$ cat config.mk
export PLATFORM = sky130hd
export DESIGN_NAME = idle_jam_framer
export DESIGN_NICKNAME = d
export VERILOG_FILES = /design/src/rtl/idle_jam_pkg.sv /design/src/rtl/idle_jam_crc.sv /design/src/rtl/idle_jam_seq.sv /design/src/rtl/idle_jam_framer.sv
export SDC_FILE = /design/constraint.sdc
export NUM_CORES = 1
export LEC_CHECK = 0
export ABC_AREA = 1
export BUFFER_PORTS_ARGS = -buffer_cell sky130_fd_sc_hd__buf_2
export CORE_ASPECT_RATIO = 1.25
export CORE_UTILIZATION = 35
export CTS_BUF_LIST = sky130_fd_sc_hd__clkbuf_16
export CTS_CLUSTER_DIAMETER = 80
export DETAILED_ROUTE_END_ITERATION = 12
export PLACE_DENSITY_LB_ADDON = 0.05
export REMOVE_ABC_BUFFERS = 1
export SLEW_MARGIN = 15
export SYNTH_ARGS = -nofsm -noshare
export SYNTH_HDL_FRONTEND = slang
export SYNTH_SLANG_ARGS = --single-unit
$ cat constraint.sdc
create_clock -name clk -period 6.1 [get_ports clk]
set_input_delay 0.61 -clock clk [delete_from_list [all_inputs] [get_ports clk]]
set_output_delay 0.61 -clock clk [all_outputs]
set_load 0.005 [all_outputs]
$ cat src/rtl/idle_jam_pkg.sv
package idle_jam_pkg;
  typedef enum logic [1:0] {
    TAG_DATA = 2'd0,
    TAG_CRC  = 2'd1,
    TAG_EOF  = 2'd2,
    TAG_IDLE = 2'd3
  } tag_t;

  typedef enum logic [2:0] {
    SEL_DATA,
    SEL_CRC,
    SEL_EOF_CHK,
    SEL_EOF,
    SEL_IDLE
  } sel_t;
endpackage

$ cat src/rtl/idle_jam_crc.sv
module idle_jam_crc #(
  parameter int          DW   = 32,
  parameter logic [31:0] POLY = 32'hEDB88320,
  parameter logic [31:0] SEED = 32'hFFFFFFFF
) (
  input  logic          clk,
  input  logic          rst,
  input  logic          reseed,
  input  logic          advance,
  input  logic [DW-1:0] word_in,
  output logic [31:0]   crc_now,
  output logic [31:0]   crc_prev,
  output logic [DW-1:0] last_word
);
  function automatic logic [31:0] fold(input logic [31:0] c, input logic [DW-1:0] d);
    logic [31:0] r;
    r = c;
    for (int i = 0; i < DW; i++) begin
      if (r[0] ^ d[i]) r = (r >> 1) ^ POLY;
      else             r = r >> 1;
    end
    return r;
  endfunction

  always_ff @(posedge clk) begin
    if (rst) begin
      crc_now   <= SEED;
      crc_prev  <= SEED;
      last_word <= '0;
    end else if (reseed) begin
      crc_now <= SEED;
    end else if (advance) begin
      crc_prev  <= crc_now;
      crc_now   <= fold(crc_now, word_in);
      last_word <= word_in;
    end
  end


  seed_after_idle_chk: assert property (@(posedge clk) disable iff (rst)
    reseed |=> crc_now == SEED);
endmodule

$ cat src/rtl/idle_jam_seq.sv
module idle_jam_seq
  import idle_jam_pkg::*;
(
  input  logic clk,
  input  logic rst,
  input  logic idle,
  input  logic gen,
  output sel_t sel
);
  logic prev_idle;
  logic crc_slot;

  always_comb begin
    if (!idle)          sel = SEL_DATA;
    else if (!prev_idle) sel = gen ? SEL_CRC : SEL_EOF_CHK;
    else if (crc_slot)  sel = SEL_EOF;
    else                sel = SEL_IDLE;
  end

  always_ff @(posedge clk) begin
    if (rst) begin
      prev_idle <= 1'b1;
      crc_slot  <= 1'b0;
    end else begin
      prev_idle <= idle;
      crc_slot  <= idle && !prev_idle && gen;
    end
  end

  // R5 (input assumption: idle held across the end-of-frame slot)
  idle_held_for_eof_chk: assert property (@(posedge clk) disable iff (rst)
    crc_slot |-> idle && gen);
endmodule

$ cat src/rtl/idle_jam_framer.sv
module idle_jam_framer
  import idle_jam_pkg::*;
#(
  parameter int          DW        = 32,
  parameter logic [31:0] EOF_CODE  = 32'hBCB5F5F5,
  parameter logic [31:0] IDLE_CODE = 32'hBC95B5B5
) (
  input  logic          clk,
  input  logic          rst,
  input  logic          gen_mode,
  input  logic          link_idle,
  input  logic [DW-1:0] din,
  output logic [DW-1:0] dout,
  output logic [1:0]    dtag,
  output logic          crc_err
);
  localparam logic [DW-1:0] EOF_W  = DW'(EOF_CODE);
  localparam logic [DW-1:0] IDLE_W = DW'(IDLE_CODE);

  sel_t          sel;
  logic [31:0]   crc_now, crc_prev;
  logic [DW-1:0] last_word;

  idle_jam_seq u_seq (
    .clk (clk), .rst (rst), .idle (link_idle), .gen (gen_mode), .sel (sel)
  );

  idle_jam_crc #(.DW(DW)) u_crc (
    .clk (clk), .rst (rst), .reseed (link_idle), .advance (!link_idle),
    .word_in (din), .crc_now (crc_now), .crc_prev (crc_prev),
    .last_word (last_word)
  );

  always_ff @(posedge clk) begin
    if (rst) begin
      dout    <= IDLE_W;
      dtag    <= TAG_IDLE;
      crc_err <= 1'b0;
    end else begin
      crc_err <= 1'b0;
      unique case (sel)
        SEL_DATA: begin dout <= din;            dtag <= TAG_DATA; end
        SEL_CRC:  begin dout <= DW'(~crc_now);  dtag <= TAG_CRC;  end
        SEL_EOF_CHK: begin
          dout    <= EOF_W;
          dtag    <= TAG_EOF;
          crc_err <= last_word != DW'(~crc_prev);
        end
        SEL_EOF:  begin dout <= EOF_W;  dtag <= TAG_EOF;  end
        default:  begin dout <= IDLE_W; dtag <= TAG_IDLE; end
      endcase
    end
  end


  data_pass_chk: assert property (@(posedge clk) disable iff (rst)
    !link_idle |=> dtag == TAG_DATA && dout == $past(din));

  crc_then_eof_chk: assert property (@(posedge clk) disable iff (rst)
    dtag == TAG_CRC |=> dtag == TAG_EOF);

  crc_slot_no_err_chk: assert property (@(posedge clk) disable iff (rst)
    dtag == TAG_CRC |=> !crc_err);

  err_on_eof_chk: assert property (@(posedge clk) disable iff (rst)
    crc_err |-> dtag == TAG_EOF);

  err_single_chk: assert property (@(posedge clk) disable iff (rst)
    crc_err |=> !crc_err);

  idle_after_eof_chk: assert property (@(posedge clk) disable iff (rst)
    (dtag == TAG_EOF && link_idle) |=> dtag == TAG_IDLE);
endmodule

# After elaboration in Yosys (flattened, before gate mapping)
# Index checks and enable logic that the tools add are counted.
op_classes:
  reduce_logical: 7
  mux: 100
  eq_ne: 4
  n_bitwise: 67
op_table:
  columns: ["operator", "count"]
  rows:
  - ["two-way mux 32 bit", 94]
  - ["inverter 13 -> 14 bit", 32]
  - ["case mux 32 bit (3 select lines)", 1]
  - ["inverter 32 bit", 2]
  - ["!= test 32 bit", 1]
  - ["bitwise XOR 1 bit", 32]
  - ["two-way mux 3 bit", 3]
  - ["equality test 3 x 2 -> 1 bit, second input constant", 2]
  - ["case mux 2 bit (3 select lines)", 1]
  - ["OR reduction 2 bit", 3]
  - ["equality test 3 x 1 -> 1 bit, second input constant", 1]
  - ["logical NOT 3 bit", 1]
  - ["logical AND 1 bit", 2]
  - ["two-way mux 2 bit", 1]
  - ["logical NOT 1 bit", 1]
  - ["inverter 1 bit", 1]
word_totals:
  word_cells: 186
  register_bits: 133
  output_inout_bits: 35

# Logic depth before layout (Yosys ltp)
depth:
  depth_word: 126
  ltp_mapped: 29
  mapped_depth_nobuf: 28

# By module
# A second synthesis with hierarchy kept.
hier_totals:
  hier_cells: 1603
  hier_area_um2: 10117.2
modules_own_cells:
  columns: ["module", "instances", "area_per_inst_um2", "cells_each", "seq_area_each_um2"]
  rows:
  - ["idle_jam_crc", 1, 8157.8, 1301, 1921.8]
  - ["idle_jam_framer", 1, 1863.0, 287, 700.7]
  - ["idle_jam_seq", 1, 96.3, 15, 40.0]

# Worst setup path before layout
# Ideal clock, no wire load.
synth_path:
  kind: "input to register"
  startpoint: "input port din[3]"
  endpoint: "register u_crc.crc_now[20]"
  n_path_buf: 0
  setup_ns: 0.126
  arrival_ns: 2.623
  path_stages: 24
  slack_ns: 3.351
  path_cell_list: "inv_1 nand2_1 nand2_2 nand2_1 nand2_1 nand2_1 nand3_1 nand2_2 nand2_4 nand3_1 nand3_1 nand2_2 nand2_2 nand2_4 nand2_4 nand2_2 nand2_2 nand2_4 inv_4 nand2_1 nand2_2 nand3_1 nand2_1 nand2_1"
synth_via:
  elab_chain_cells: 97
synth_lines:
  columns: ["element", "line", "rtl"]
  rows:
  - ["start: declaration", "idle_jam_framer.sv:12", "input logic [DW-1:0] din,"]
  - ["bitwise XOR 1 bit (*)", "idle_jam_crc.sv:19", "if (r[0] ^ d[i]) r = (r >> 1) ^ POLY;"]
  - ["two-way mux 32 bit (*)", "idle_jam_crc.sv:19", null]
  - ["two-way mux 32 bit (*)", "idle_jam_crc.sv:30", "end else if (reseed) begin"]
  - ["two-way mux 32 bit (*)", "idle_jam_crc.sv:26", "if (rst) begin"]
  - ["two-way mux 32 bit (*)", "idle_jam_crc.sv:19", null]
  - ["two-way mux 32 bit (*)", "idle_jam_crc.sv:30", null]
  - ["two-way mux 32 bit (*)", "idle_jam_crc.sv:26", null]
  - ["two-way mux 32 bit (*)", "idle_jam_crc.sv:19", null]
  - ["(+81 left out)", null, null]
  - ["two-way mux 32 bit (*)", "idle_jam_crc.sv:30", null]
  - ["two-way mux 32 bit (*)", "idle_jam_crc.sv:26", null]
  - ["inverter 13 -> 14 bit (no line) (tied with other cells)", null, null]
  - ["two-way mux 32 bit (*)", "idle_jam_crc.sv:19", null]
  - ["two-way mux 32 bit (*)", "idle_jam_crc.sv:30", null]
  - ["two-way mux 32 bit (*)", "idle_jam_crc.sv:26", null]
  - ["inverter 13 -> 14 bit (no line) / bitwise XOR 1 bit (equally long branches)", null, null]
  - ["two-way mux 32 bit (*)", "idle_jam_crc.sv:19", null]
  - ["end signal: assignment", "idle_jam_crc.sv:34", "crc_now <= fold(crc_now, word_in);"]
  - ["end: declaration", "idle_jam_crc.sv:11", "output logic [31:0] crc_now,"]
# Every way passes the cells marked *. The select of a mux whose other input is x is not followed.
# A chain may end at the register's enable or synchronous reset.

# Final worst setup path
layout_path:
  startpoint: "register u_crc.crc_now[4]"
  endpoint: "register u_crc.crc_now[6]"
layout_via:
  elab_chain_cells: 105
layout_lines:
  columns: ["element", "line"]
  rows:
  - ["two-way mux 32 bit (*)", "idle_jam_crc.sv:19"]
  - ["two-way mux 32 bit (*)", "idle_jam_crc.sv:30"]
  - ["two-way mux 32 bit (*)", "idle_jam_crc.sv:26"]
  - ["two-way mux 32 bit (*)", "idle_jam_crc.sv:19"]
  - ["two-way mux 32 bit (*)", "idle_jam_crc.sv:30"]
  - ["two-way mux 32 bit (*)", "idle_jam_crc.sv:26"]
  - ["two-way mux 32 bit (*)", "idle_jam_crc.sv:19"]
  - ["two-way mux 32 bit (*)", "idle_jam_crc.sv:30"]
  - ["(+89 left out)", null]
  - ["inverter 13 -> 14 bit (no line)", null]
  - ["two-way mux 32 bit (*)", "idle_jam_crc.sv:19"]
  - ["two-way mux 32 bit (*)", "idle_jam_crc.sv:30"]
  - ["two-way mux 32 bit (*)", "idle_jam_crc.sv:26"]
  - ["two-way mux 32 bit (*)", "idle_jam_crc.sv:19"]
  - ["two-way mux 32 bit (*)", "idle_jam_crc.sv:30"]
  - ["two-way mux 32 bit (*)", "idle_jam_crc.sv:26"]
  - ["two-way mux 32 bit (*)", "idle_jam_crc.sv:19"]
# Marked as above.

==> metrics.txt <==
WL final approximately 36,000 um; die area ~0.029 mm2; Final Setup Violations 0; Initial Utilization 0.355; Synth Cell Area around 0.0098 mm2; EDFF count, synth 0; Worst-path clk slew roughly 0.060 ns; RSZ-0062 raised after global routing no; # IOs 71; Least-Margin Pin Slew 1.07 ns; # Post-CTS Setup Buffers 0; Post-DP HPWL 29,400 um; min Tclk post-route around 3.6 ns; DIE WIDTH about 150 um; Arr. time, crit path between 3 and 4 ns; Critical Path Start Type register; vias per cell about 4.9; CTS tree yes; Worst Setup SP u_crc.crc_now[4]$_SDFF_PP1_; routed wire length per instance roughly 19 um; Required @ worst endpoint around 6.4 ns; row count between 60 and 70; largest net degree at the start of global routing 55; synth warn 0; most frequent cells in the layout 577 x nand2_1, 152 x nand3_1, 133 x dfxtp_1, 114 x inv_1, 93 x nand2_2; CP max FO 11; Hold Crit Depth 3; Worst Min Path Start gen_mode; global-route wire length before repair 54,800 um; max-cap viol count 0; htree depth 4; synth unique cells 40; hold buffers post-CTS 0; cells on worst reg2reg path 22; Final period util 0.598; clock skew roughly 0.010 ns; GRT Util Overall 0.265; CP Capture Type register; initial antenna violation count 1; final hold violation count 0; Die H around 190 um; root buf cell clkbuf_16; outcome finished clean; DRC Markers 0; Yosys reg bits 133; final net count around 1,600; type of the worst min-delay path in2reg; vias in the first global route slightly above 9,000; Area Overhead vs Synth 13.5%; gr ovfl total 0; Final Max Tran Viols 0; CTS Buffer Depth 2; DRT iter0 DRCs between 600 and 700; achievable clock frequency around 270 MHz; clk_lat worst skew 0.44 ns; Avg Cell Area, Syn roughly 6.4 um2; sequential fraction of the synthesis area 0.273; TritonRoute pass-1 iters 5; GPL Wtd Cong approximately 0.94; crit path kind reg2reg; Syn Inst Count between 1,500 and 2,000; core box area around 0.027 mm2; Via Count ~9,600; Post-synth ARST share 0; Detail Route Antenna Nets 0; clock sink count ~130; number of I/O port buffers 70; share of cells above drive strength 1 0.189; Main synth FF type dfxtp_1; Final TNS setup 0 ns; most common cell after layout, fill and taps aside nand2_1; CTS buffer count 17; post-cts resize count 0; Slew HR 0.287; R2R Path Start u_crc.crc_now[4]$_SDFF_PP1_
==> layout make-up <==
type	count	area, um2
antenna	1	2.50
clock buffer	17	425
sequential	133	2660
fill	3046	16400
multi-input combinational	1203	6380
tap	350	438
clock inverter	15	205
inverter	150	571
timing repair buffer	76	395
==> path summary, 6_finish.rpt <==
check / slack [ns] / end
max: 2.45 / u_crc.crc_now[6]$_SDFF_PP1_
min reg2reg: 0.48 / u_crc.last_word[13]$_SDFFE_PP0N_
min: 0.46 / crc_err$_SDFF_PP0_
max reg2reg: 2.45 / u_crc.crc_now[6]$_SDFF_PP1_
==> cells by family (layout without fill, tap and decap cells) <==
logic type,count (synthesis),in the layout,share of synthesized area
AOI/OAI and AO/OA,113,113,0.0658
other,0,1,0
xor gates and xnor gates,125,125,0.120
DFF,133,133,0.273
buffers and inverters,179,258,0.0750
and+or+nand+nor,965,965,0.467
==> critical path, cell delays in order (launching register included) <==
cell and delay, ns:
dfxtp_1 0.42, inv_2 0.08, nand2_1 0.08, nand2_1 0.30
nand2_1 0.18, nand2_2 0.10, inv_2 0.07, nand2_2 0.10
nand2_4 0.12, nand3_1 0.12, nand2_4 0.14, nand3_4 0.13
nand2_4 0.22, nand2_2 0.08, nand2_2 0.13, nand2_1 0.06
nand2_1 0.12, nand2_1 0.10, nand2_4 0.14, nand2_1 0.08
nand2_2 0.08, xor2_1 0.51, nand2_1 0.10
==> sequential cells by signal (all words and copies together) (netlist names) <==
| signal | flops |
|---|---|
| u_seq.crc_slot | 1 |
| crc_err | 1 |
| u_crc.last_word | 32 |
| dout | 32 |
| u_crc.crc_prev | 32 |
| u_seq.prev_idle | 1 |
| dtag | 2 |
| u_crc.crc_now | 32 |
==> metrics by stage <==
stage               cells  hold slack [ns]   util  cell area [um2]  setup WS [ns]
detailed placement   1912            0.471  0.380            10400           2.13
finish               1945            0.460  0.403            11100           2.45
floorplan            1486            0.446      -             9600           2.77
global route         1944            0.471  0.403            11100           2.13
global placement     1912            0.464  0.380            10400           2.15
CTS                  1944            0.439  0.403            11100           2.44
==> per-layer routing <==
metal / up-vias / wire, um / global-route usage
met5: - / 0 / 0
met2: 226 / 17500 / 0.438
met3: 76 / 1310 / 0.0346
met1: 4379 / 15600 / 0.324
li1: 4896 / - / -
met4: 0 / 2000 / 0.153
==> cells in the mapped netlist, types with 12 or more instances <==
cell type  count  share of area
inv_1        113          0.043
nand3_2       18          0.018
o211ai_1      22          0.017
clkbuf_1      21         0.0081
o21ai_0       12         0.0062
xnor2_1       49          0.044
nor2_1        55          0.021
a21oi_1       67          0.034
nand2_1      577           0.22
dfxtp_1      133           0.27
nand3_1      152          0.078
inv_2         34          0.013
nand2_2       93          0.060
nand2_4       27          0.031
xor2_1        67          0.060
Power is not shown: default switching activity piles up to over one toggle a cycle in this logic, so the estimate is an artifact.
